`config.mk`:
```
export PLATFORM = sky130hd
export DESIGN_NAME = pwm_stage_top
export DESIGN_NICKNAME = d
export VERILOG_FILES = /design/src/rtl/pwm_stage_pkg.sv /design/src/rtl/pwm_stage_presc.sv /design/src/rtl/pwm_stage_chan.sv /design/src/rtl/pwm_stage_top.sv
export SDC_FILE = /design/constraint.sdc
export NUM_CORES = 2
export LEC_CHECK = 0
export ABC_AREA = 1
export BUFFER_PORTS_ARGS = -buffer_cell sky130_fd_sc_hd__buf_2
export CAP_MARGIN = 10
export CORE_ASPECT_RATIO = 0.6
export CORE_MARGIN = 3
export CORE_UTILIZATION = 64
export DETAILED_ROUTE_END_ITERATION = 8
export PLACE_DENSITY = 0.81
export RECOVER_POWER = 100
export SLEW_MARGIN = 20
export SYNTH_ARGS = -nofsm -noshare
export SYNTH_HDL_FRONTEND = slang
export SYNTH_SLANG_ARGS = --single-unit
```
`constraint.sdc`:
```
create_clock -name clk -period 5.2 [get_ports clk]
set_input_delay 1.04 -clock clk [delete_from_list [all_inputs] [get_ports clk]]
set_output_delay 1.04 -clock clk [all_outputs]
set_load 0.02 [all_outputs]
```
`src/rtl/pwm_stage_pkg.sv`:
```
package pwm_stage_pkg;
   timeunit 1ns;
   timeprecision 1ps;

   // control word: one bit group per channel, group base positions
   localparam int unsigned CTL_TRIG_LSB   = 0;
   localparam int unsigned CTL_POL_LSB    = 8;
   localparam int unsigned CTL_MODE_LSB   = 16;
   localparam int unsigned CTL_STAGE_LSB  = 24;
   localparam int unsigned CTL_GROUP_MAX  = 8;

   // byte map
   localparam int unsigned MAP_CTRL       = 'h00;
   localparam int unsigned MAP_DIV        = 'h04;
   localparam int unsigned MAP_CH_BASE    = 'h08;
   localparam int unsigned MAP_CH_STRIDE  = 8;
   localparam int unsigned MAP_HI_OFS     = 4;
   localparam int unsigned DIV_FIELD_STEP = 4;

   localparam int unsigned BUS_W          = 32;
endpackage

```
`src/rtl/pwm_stage_presc.sv`:
```
module pwm_stage_presc #(
   parameter int unsigned PRE_W = 3
) (
   input  logic             clk,
   input  logic             rst_n,
   input  logic             restart,
   input  logic             hold,
   input  logic [PRE_W-1:0] limit,
   output logic             tick
);
   timeunit 1ns;
   timeprecision 1ps;

   logic [PRE_W-1:0] pcnt;

   always_ff @(posedge clk) begin
      if (!rst_n)              pcnt <= '0;
      else if (restart | hold) pcnt <= '0;
      else if (pcnt == limit)  pcnt <= '0;
      else                     pcnt <= pcnt + PRE_W'(1);
   end

   assign tick = !hold && (pcnt == limit);

   AST_PRESC_RANGE: assert property (@(posedge clk) disable iff (!rst_n)
      pcnt <= limit);
endmodule

```
`src/rtl/pwm_stage_chan.sv`:
```
module pwm_stage_chan #(
   parameter int unsigned CNT_W = 24,
   parameter int unsigned PRE_W = 3
) (
   input  logic             clk,
   input  logic             rst_n,
   input  logic [PRE_W-1:0] sh_pre,
   input  logic [CNT_W-1:0] sh_per,
   input  logic [CNT_W-1:0] sh_hi,
   input  logic             pol,
   input  logic             mode,
   input  logic             commit_now,
   input  logic             commit_defer,
   output logic             pwm_out
);
   timeunit 1ns;
   timeprecision 1ps;

   logic [PRE_W-1:0] act_pre;
   logic [CNT_W-1:0] act_per, act_hi, cnt;
   logic             done_q, pend_q, out_q;
   logic             tick, idle, period_end, load;

   assign idle       = (act_per < CNT_W'(2)) | done_q;
   assign period_end = tick & (cnt == act_per - CNT_W'(1));
   assign load       = commit_now | ((commit_defer | pend_q) & (idle | period_end));

   pwm_stage_presc #(.PRE_W(PRE_W)) u_presc (
      .clk    (clk),
      .rst_n  (rst_n),
      .restart(load),
      .hold   (idle),
      .limit  (act_pre),
      .tick   (tick)
   );

   always_ff @(posedge clk) begin
      if (!rst_n) begin
         act_pre <= '0;
         act_per <= '0;
         act_hi  <= '0;
         cnt     <= '0;
         done_q  <= 1'b0;
         pend_q  <= 1'b0;
      end else if (load) begin
         act_pre <= sh_pre;
         act_per <= sh_per;
         act_hi  <= sh_hi;
         cnt     <= '0;
         done_q  <= 1'b0;
         pend_q  <= 1'b0;
      end else begin
         if (commit_defer) pend_q <= 1'b1;
         if (tick) begin
            if (cnt == act_per - CNT_W'(1)) begin
               cnt <= '0;
               if (!mode) done_q <= 1'b1;
            end else begin
               cnt <= cnt + CNT_W'(1);
            end
         end
      end
   end

   // registered pin: level follows the count of the previous cycle
   always_ff @(posedge clk) begin
      if (!rst_n)    out_q <= 1'b1;   // inactive level of reset polarity 0
      else if (idle) out_q <= ~pol;
      else            out_q <= (cnt < act_hi) ? pol : ~pol;
   end

   assign pwm_out = out_q;

   AST_CNT_RANGE: assert property (@(posedge clk) disable iff (!rst_n)
      !idle |-> (cnt < act_per));
   AST_IDLE_INACTIVE: assert property (@(posedge clk) disable iff (!rst_n)
      idle |=> (pwm_out == !$past(pol)));
   AST_PEND_RUNNING: assert property (@(posedge clk) disable iff (!rst_n)
      pend_q |-> !idle);
endmodule

```
`src/rtl/pwm_stage_top.sv`:
```
module pwm_stage_top #(
   parameter int unsigned CHANNELS = 6,
   parameter int unsigned CNT_W    = 24,
   parameter int unsigned PRE_W    = 3,
   parameter int unsigned ADDR_W   = 8
) (
   input  logic                clk,
   input  logic                rst_n,
   input  logic                bus_sel,
   input  logic                bus_we,
   input  logic [ADDR_W-1:0]   bus_addr,
   input  logic [31:0]         bus_wdata,
   output logic [31:0]         bus_rdata,
   output logic [CHANNELS-1:0] pwm_out
);
   timeunit 1ns;
   timeprecision 1ps;
   import pwm_stage_pkg::*;

   localparam logic [31:0] GRP_ONES  = 32'((64'd1 << CHANNELS) - 64'd1);
   localparam logic [31:0] CTRL_MASK = (GRP_ONES << CTL_TRIG_LSB) | (GRP_ONES << CTL_POL_LSB)
                                     | (GRP_ONES << CTL_MODE_LSB) | (GRP_ONES << CTL_STAGE_LSB);
   localparam int unsigned MAP_END   = MAP_CH_BASE + MAP_CH_STRIDE * CHANNELS;

   if (CHANNELS < 1 || CHANNELS > CTL_GROUP_MAX) begin : g_bad_channels
      $error("CHANNELS must lie in 1..8");
   end
   if (PRE_W < 1 || PRE_W > DIV_FIELD_STEP) begin : g_bad_pre
      $error("PRE_W must lie in 1..4");
   end
   if (CNT_W < 2 || CNT_W > BUS_W) begin : g_bad_cnt
      $error("CNT_W must lie in 2..32");
   end
   if (MAP_END > (1 << ADDR_W)) begin : g_bad_addr
      $error("ADDR_W too narrow for the register map");
   end

   logic                wr_en, ctrl_hit, div_hit;
   logic [31:0]         ctrl_q;
   logic [PRE_W-1:0]    div_sh [CHANNELS];
   logic [CNT_W-1:0]    per_sh [CHANNELS];
   logic [CNT_W-1:0]    hi_sh  [CHANNELS];
   logic [CHANNELS-1:0] c_now, c_defer;
   logic                wdata_unused;

   assign wr_en        = bus_sel & bus_we;
   assign ctrl_hit     = wr_en && (bus_addr == ADDR_W'(MAP_CTRL));
   assign div_hit      = wr_en && (bus_addr == ADDR_W'(MAP_DIV));
   assign wdata_unused = ^bus_wdata;

   always_ff @(posedge clk) begin
      if (!rst_n)        ctrl_q <= '0;
      else if (ctrl_hit) ctrl_q <= bus_wdata & CTRL_MASK;
   end

   for (genvar ch = 0; ch < CHANNELS; ch++) begin : g_ch
      localparam logic [ADDR_W-1:0] PER_A = ADDR_W'(MAP_CH_BASE + MAP_CH_STRIDE * ch);
      localparam logic [ADDR_W-1:0] HI_A  = ADDR_W'(MAP_CH_BASE + MAP_CH_STRIDE * ch + MAP_HI_OFS);
      logic trig_rise;

      always_ff @(posedge clk) begin
         if (!rst_n) begin
            div_sh[ch] <= '0;
            per_sh[ch] <= '0;
            hi_sh[ch]  <= '0;
         end else begin
            if (div_hit)                      div_sh[ch] <= bus_wdata[DIV_FIELD_STEP*ch +: PRE_W];
            if (wr_en && (bus_addr == PER_A)) per_sh[ch] <= bus_wdata[CNT_W-1:0];
            if (wr_en && (bus_addr == HI_A))  hi_sh[ch]  <= bus_wdata[CNT_W-1:0];
         end
      end

      // staging bit is taken from before the write that raises the trigger
      assign trig_rise   = ctrl_hit & bus_wdata[CTL_TRIG_LSB+ch] & ~ctrl_q[CTL_TRIG_LSB+ch];
      assign c_now[ch]   = trig_rise & ~ctrl_q[CTL_STAGE_LSB+ch];
      assign c_defer[ch] = trig_rise &  ctrl_q[CTL_STAGE_LSB+ch];

      pwm_stage_chan #(.CNT_W(CNT_W), .PRE_W(PRE_W)) u_chan (
         .clk         (clk),
         .rst_n       (rst_n),
         .sh_pre      (div_sh[ch]),
         .sh_per      (per_sh[ch]),
         .sh_hi       (hi_sh[ch]),
         .pol         (ctrl_q[CTL_POL_LSB+ch]),
         .mode        (ctrl_q[CTL_MODE_LSB+ch]),
         .commit_now  (c_now[ch]),
         .commit_defer(c_defer[ch]),
         .pwm_out     (pwm_out[ch])
      );
   end

   always_comb begin
      bus_rdata = '0;
      if (bus_sel && !bus_we) begin
         if (bus_addr == ADDR_W'(MAP_CTRL)) bus_rdata = ctrl_q;
         if (bus_addr == ADDR_W'(MAP_DIV)) begin
            for (int i = 0; i < CHANNELS; i++)
               bus_rdata[DIV_FIELD_STEP*i +: PRE_W] = div_sh[i];
         end
         for (int i = 0; i < CHANNELS; i++) begin
            if (bus_addr == ADDR_W'(MAP_CH_BASE + MAP_CH_STRIDE * i))
               bus_rdata = 32'(per_sh[i]);
            if (bus_addr == ADDR_W'(MAP_CH_BASE + MAP_CH_STRIDE * i + MAP_HI_OFS))
               bus_rdata = 32'(hi_sh[i]);
         end
      end
   end

   AST_CTRL_RSVD: assert property (@(posedge clk) disable iff (!rst_n)
      (ctrl_q & ~CTRL_MASK) == 32'd0);
endmodule

```
==> results list <==
- The run finished, with violations left.
- Violated checks: max-capacitance violations, max-slew violations, negative setup slack
* Accumulated negative setup slack: -0.01868 ns
- In this run the deepest clock path goes through 3 buffers.
* Worst path bufs/invs: 4
* Worst-case setup margin in the final layout: -0.01868 ns
- Global routing used 40.12% of the available tracks.
* Max-slew headroom: -12.99%
* P per Cell Area: 268.8 nW/um^2
* Global placer's final weighted congestion: 1.020
- In the post-synthesis netlist, the biggest area contributors are sky130_fd_sc_hd__dfxtp_1 22%, sky130_fd_sc_hd__edfxtp_1 20%, sky130_fd_sc_hd__nand2_1 10%, sky130_fd_sc_hd__nor2_1 8.4%, sky130_fd_sc_hd__nand3_1 6.2%.
* Wire per inst: 21.72 um
- Fin. max-slew vios: 95
- Remaining antenna violation count after routing: 0
- Total power consumption of the routed design: 0.01341 W
* Final std cells w/o fill: 7264
- TritonCTS built the clock tree.
- Counting distinct cell types in the post-synthesis netlist gives 52.
* Worst Path Class, Setup: input port to primary output
* First-pass GRT wire length: 236000 um
* # IOs: 82
- After clock tree synthesis, the clock-pin slew on the worst setup and hold paths is 0.07 ns.
- The later pin in the worst-skew pair is clocked with a latency of 0.66 ns.
- The die is 215.2 um tall.
* Floorplan die width: 354.7 um
- Share of Yosys cell area claimed by the top area cell type: 21.87%
* Buffer type at the clock tree root: sky130_fd_sc_hd__clkbuf_16
- Summed over all layers, the global routing overflow is 0.
- Sequential area share after synthesis: 41.56%
- Grouping stages by cell kind, the critical path spends the most delay in simple AND/OR/NAND/NOR gates.
* Area added between synthesis and finish: 6.835%
- The synthesized design contains 306 enable-type register cells.
* HPWL reported at the end of detailed placement: 113500 um
- Yosys printed 0 warnings.
- DRT Pass-1 Iters: 7
- In the routed design, unresolved DRC markers number 0.
- The worst hold path belongs to the class flop to flop.
- Crit path launch type: input port
* Worst stage delay on the critical path: 0.56 ns
- Prior to clock tree synthesis, the placed netlist has a worst setup slack of 0.3828 ns.
- Between clock sinks in the finished design, the worst skew comes to 0.02880 ns.
- Post-route cell area: 49870 um^2
- Share of layout cells above drive strength 1: 5.695%
- The floorplan has 76 rows.
* H-tree levels: 3
- FF+latch count, synth: 816
* Arrival time worst endpoint: 4.18 ns
- Number of setup buffers added after CTS: 0
- Die Footprint: 76320 um^2
* Worst-path maximum fanout: 12
- The analysis attributes to cell leakage a power of 22.22 nW.
* Initial DRC count: 6871
- Synth area leader: sky130_fd_sc_hd__dfxtp_1
* Post-route fraction of the period consumed by the critical path: 100.4%
* Stages on worst setup path: 16
- Via count of the first global-routing pass: 38590
- Ratio of routed vias to standard cells: 6.060
- Final Hold Vio Count: 0
- Summing all placed instances gives a cell area of 47440 um^2.
* Share of flip-flops with an asynchronous set or reset: 0%
- The average instance in the mapped netlist occupies 7.375 um^2.
* RSZ-0062 raised after global routing: no
- The number of placed instances, taps included, is 7118.
- Nature of the critical path endpoint: primary output
- After synthesis the cells add up to 46680 um^2.
* Number of violations of the max-capacitance limit: 4
* Cell chain of the critical path: buf_2, nor2_2, nand2_1, inv_1, nand2_1, nor2_1, clkbuf_1, nand2_1, nand4_1, o22ai_1, nand3_1, o21ai_0, nand4_1, nor2_1, nor2_1, buf_2
- Detailed routing inserted a total of 44020 vias.
- Based on the critical path, the design can be clocked at up to 191.6 MHz.
- Final period demand of the worst path: 5.219 ns
* Required time worst endpoint: 4.16 ns
* Worst Hold Depth: 2
* Count of clock tree sinks: 816
* Worst R2R Path Depth: 16
- Worst Max-Slew Pin Slew: 1.695 ns
* Critical-path top delay cell: sky130_fd_sc_hd__clkbuf_1
* Final Setup Violations: 1
- For this configuration, the core starts out at a cell density of 64.85%.
* Total of buffers placed on input and output ports: 77
- Post-layout net count: 6422
* Main flop type after synthesis: sky130_fd_sc_hd__dfxtp_1
- Number of standard cells after synthesis: 6330
- The region available for standard cell placement spans 71980 um^2.
- Maximum number of pins on one net before global-route repair: 106
- Final wirelength: 157700 um
* TritonCTS Buffers: 77
* Max IR drop VDD: 226.4 uV
- Antenna violations before repair: 6
-- cell usage in the layout, fill, tap and decap left out, types with 7 or more instances in the layout --
| master | netlist | layout |
|---|---|---|
| sky130_fd_sc_hd__a21oi_1 | 541 | 550 |
| sky130_fd_sc_hd__a21oi_2 | 48 | 39 |
| sky130_fd_sc_hd__and3_1 | 7 | 7 |
| sky130_fd_sc_hd__buf_2 | 51 | 46 |
| sky130_fd_sc_hd__buf_4 | 16 | 46 |
| sky130_fd_sc_hd__bufinv_16 | 0 | 8 |
| sky130_fd_sc_hd__clkbuf_1 | 230 | 69 |
| sky130_fd_sc_hd__clkbuf_16 | 0 | 83 |
| sky130_fd_sc_hd__clkbuf_2 | 0 | 10 |
| sky130_fd_sc_hd__clkbuf_8 | 0 | 9 |
| sky130_fd_sc_hd__clkinv_1 | 4 | 10 |
| sky130_fd_sc_hd__dfxtp_1 | 510 | 510 |
| sky130_fd_sc_hd__edfxtp_1 | 306 | 306 |
| sky130_fd_sc_hd__ha_1 | 156 | 156 |
| sky130_fd_sc_hd__inv_1 | 598 | 597 |
| sky130_fd_sc_hd__inv_2 | 7 | 8 |
| sky130_fd_sc_hd__nand2_1 | 1269 | 1269 |
| sky130_fd_sc_hd__nand3_1 | 578 | 577 |
| sky130_fd_sc_hd__nand3_2 | 13 | 14 |
| sky130_fd_sc_hd__nand3b_1 | 81 | 81 |
| sky130_fd_sc_hd__nand4_1 | 170 | 170 |
| sky130_fd_sc_hd__nor2_1 | 1043 | 1040 |
| sky130_fd_sc_hd__nor2_2 | 27 | 31 |
| sky130_fd_sc_hd__nor2_4 | 10 | 9 |
| sky130_fd_sc_hd__nor3_1 | 63 | 63 |
| sky130_fd_sc_hd__nor4_1 | 34 | 34 |
| sky130_fd_sc_hd__o2111ai_1 | 10 | 10 |
| sky130_fd_sc_hd__o211ai_1 | 18 | 18 |
| sky130_fd_sc_hd__o21ai_0 | 96 | 96 |
| sky130_fd_sc_hd__o22ai_1 | 22 | 22 |
| sky130_fd_sc_hd__o31ai_1 | 8 | 8 |
| sky130_fd_sc_hd__or2_2 | 17 | 17 |
| sky130_fd_sc_hd__xnor2_1 | 94 | 94 |
| sky130_fd_sc_hd__xor2_1 | 198 | 198 |
-- cells in the mapped netlist, types with 6 or more instances --
master and count:
sky130_fd_sc_hd__nor3_1 63, sky130_fd_sc_hd__buf_2 51, sky130_fd_sc_hd__buf_6 26, sky130_fd_sc_hd__nor2_1 1043
sky130_fd_sc_hd__clkbuf_1 230, sky130_fd_sc_hd__nand3b_1 81, sky130_fd_sc_hd__or2_2 17, sky130_fd_sc_hd__xor2_1 198
sky130_fd_sc_hd__buf_4 16, sky130_fd_sc_hd__a21oi_1 541, sky130_fd_sc_hd__nand4_1 170, sky130_fd_sc_hd__dfxtp_1 510
sky130_fd_sc_hd__nand3_2 13, sky130_fd_sc_hd__xnor2_1 94, sky130_fd_sc_hd__a21boi_0 6, sky130_fd_sc_hd__nor2_4 10
sky130_fd_sc_hd__o21ai_0 96, sky130_fd_sc_hd__xnor3_1 6, sky130_fd_sc_hd__nand3_1 578, sky130_fd_sc_hd__o211ai_1 18
sky130_fd_sc_hd__nor2_2 27, sky130_fd_sc_hd__a21oi_2 48, sky130_fd_sc_hd__buf_1 23, sky130_fd_sc_hd__ha_1 156
sky130_fd_sc_hd__o22ai_1 22, sky130_fd_sc_hd__nand2_2 9, sky130_fd_sc_hd__nand2_1 1269, sky130_fd_sc_hd__inv_1 598
sky130_fd_sc_hd__and3_1 7, sky130_fd_sc_hd__edfxtp_1 306, sky130_fd_sc_hd__inv_2 7, sky130_fd_sc_hd__o2111ai_1 10
sky130_fd_sc_hd__nor4_1 34, sky130_fd_sc_hd__o31ai_1 8
-- state kept, by name (all words and copies together), names as in the netlist --
register                  count
g_ch.u_chan.cnt             144
g_ch.u_chan.done_q            6
g_ch.u_chan.pwm_out           6
ctrl_q                       24
g_ch.u_chan.act_pre          18
g_ch.u_chan.act_hi          144
g_ch.u_chan.pend_q            6
div_sh                       18
per_sh                      144
hi_sh                       144
g_ch.u_chan.u_presc.pcnt     18
g_ch.u_chan.act_per         144
-- worst min-delay path: stages (launching register included) --
cell                      delay [ns]
sky130_fd_sc_hd__dfxtp_1        0.30
sky130_fd_sc_hd__inv_1          0.07
sky130_fd_sc_hd__a21oi_1        0.06
-- metal layers --
layer,global-route usage [%],part of all wire (%)
met5,1.125,0.11
met4,9.307,2.4
met3,16.82,17
met2,51.57,38
met1,61.16,42
-- kinds of logic after synthesis --
| kind of cell | after synthesis | synth area share, % |
|---|---|---|
| compound gates | 775 | 9.159 |
| xor+xnor | 298 | 5.768 |
| fa+ha+maj | 156 | 4.181 |
| other cells | 1 | 0.008033 |
| simple gates | 3329 | 30.97 |
| buf+inv | 955 | 8.363 |
| flops | 816 | 41.56 |
-- through the flow --
step / utilization (%) / hold slack [ns]
detailed placement: 65.90 / 0.4560
CTS: 69.61 / 0.4699
finish: 69.28 / 0.4706
global placement: 65.89 / 0.4405
global route: 69.27 / 0.4858
floorplan: - / 0.4282
-- path summary, 6_finish.rpt --
check	start	slack (ns)	to
worst min-delay path	g_ch[1].u_chan.done_q	0.47	g_ch[1].u_chan.done_q
worst min register to register	g_ch[1].u_chan.done_q	0.47	g_ch[1].u_chan.done_q
worst max-delay path	bus_addr[1]	-0.02	bus_rdata[6]
worst max register to register	g_ch[0].u_chan.act_per[0]	1.54	g_ch[0].u_chan.cnt[3]
-- layout make-up --
cell class                 count  area (um^2)
sequential                   816        19400
timing repair buffer         158        890.9
clock buffer                 110         2268
tap                          975         1220
inverter                     609         2286
antenna                        3        7.507
fill                        6205        22110
multi-input combinational   4560        23390
clock inverter                33        405.4
-- report_power, final --
group | switching, W | internal [W] | total (W)
Clock | 0.00266 | 0.00347 | 0.00613
Sequential | 0.000159 | 0.00675 | 0.00691
Combinational | 0.000322 | 0.0000526 | 0.000375
-- repair_timing --
action                     in CTS  in global routing
hold buffers                    0                  0
gates resized for setup         0                  1
setup endpoints to repair       0                  2
Power figures use the tool's default switching activity.
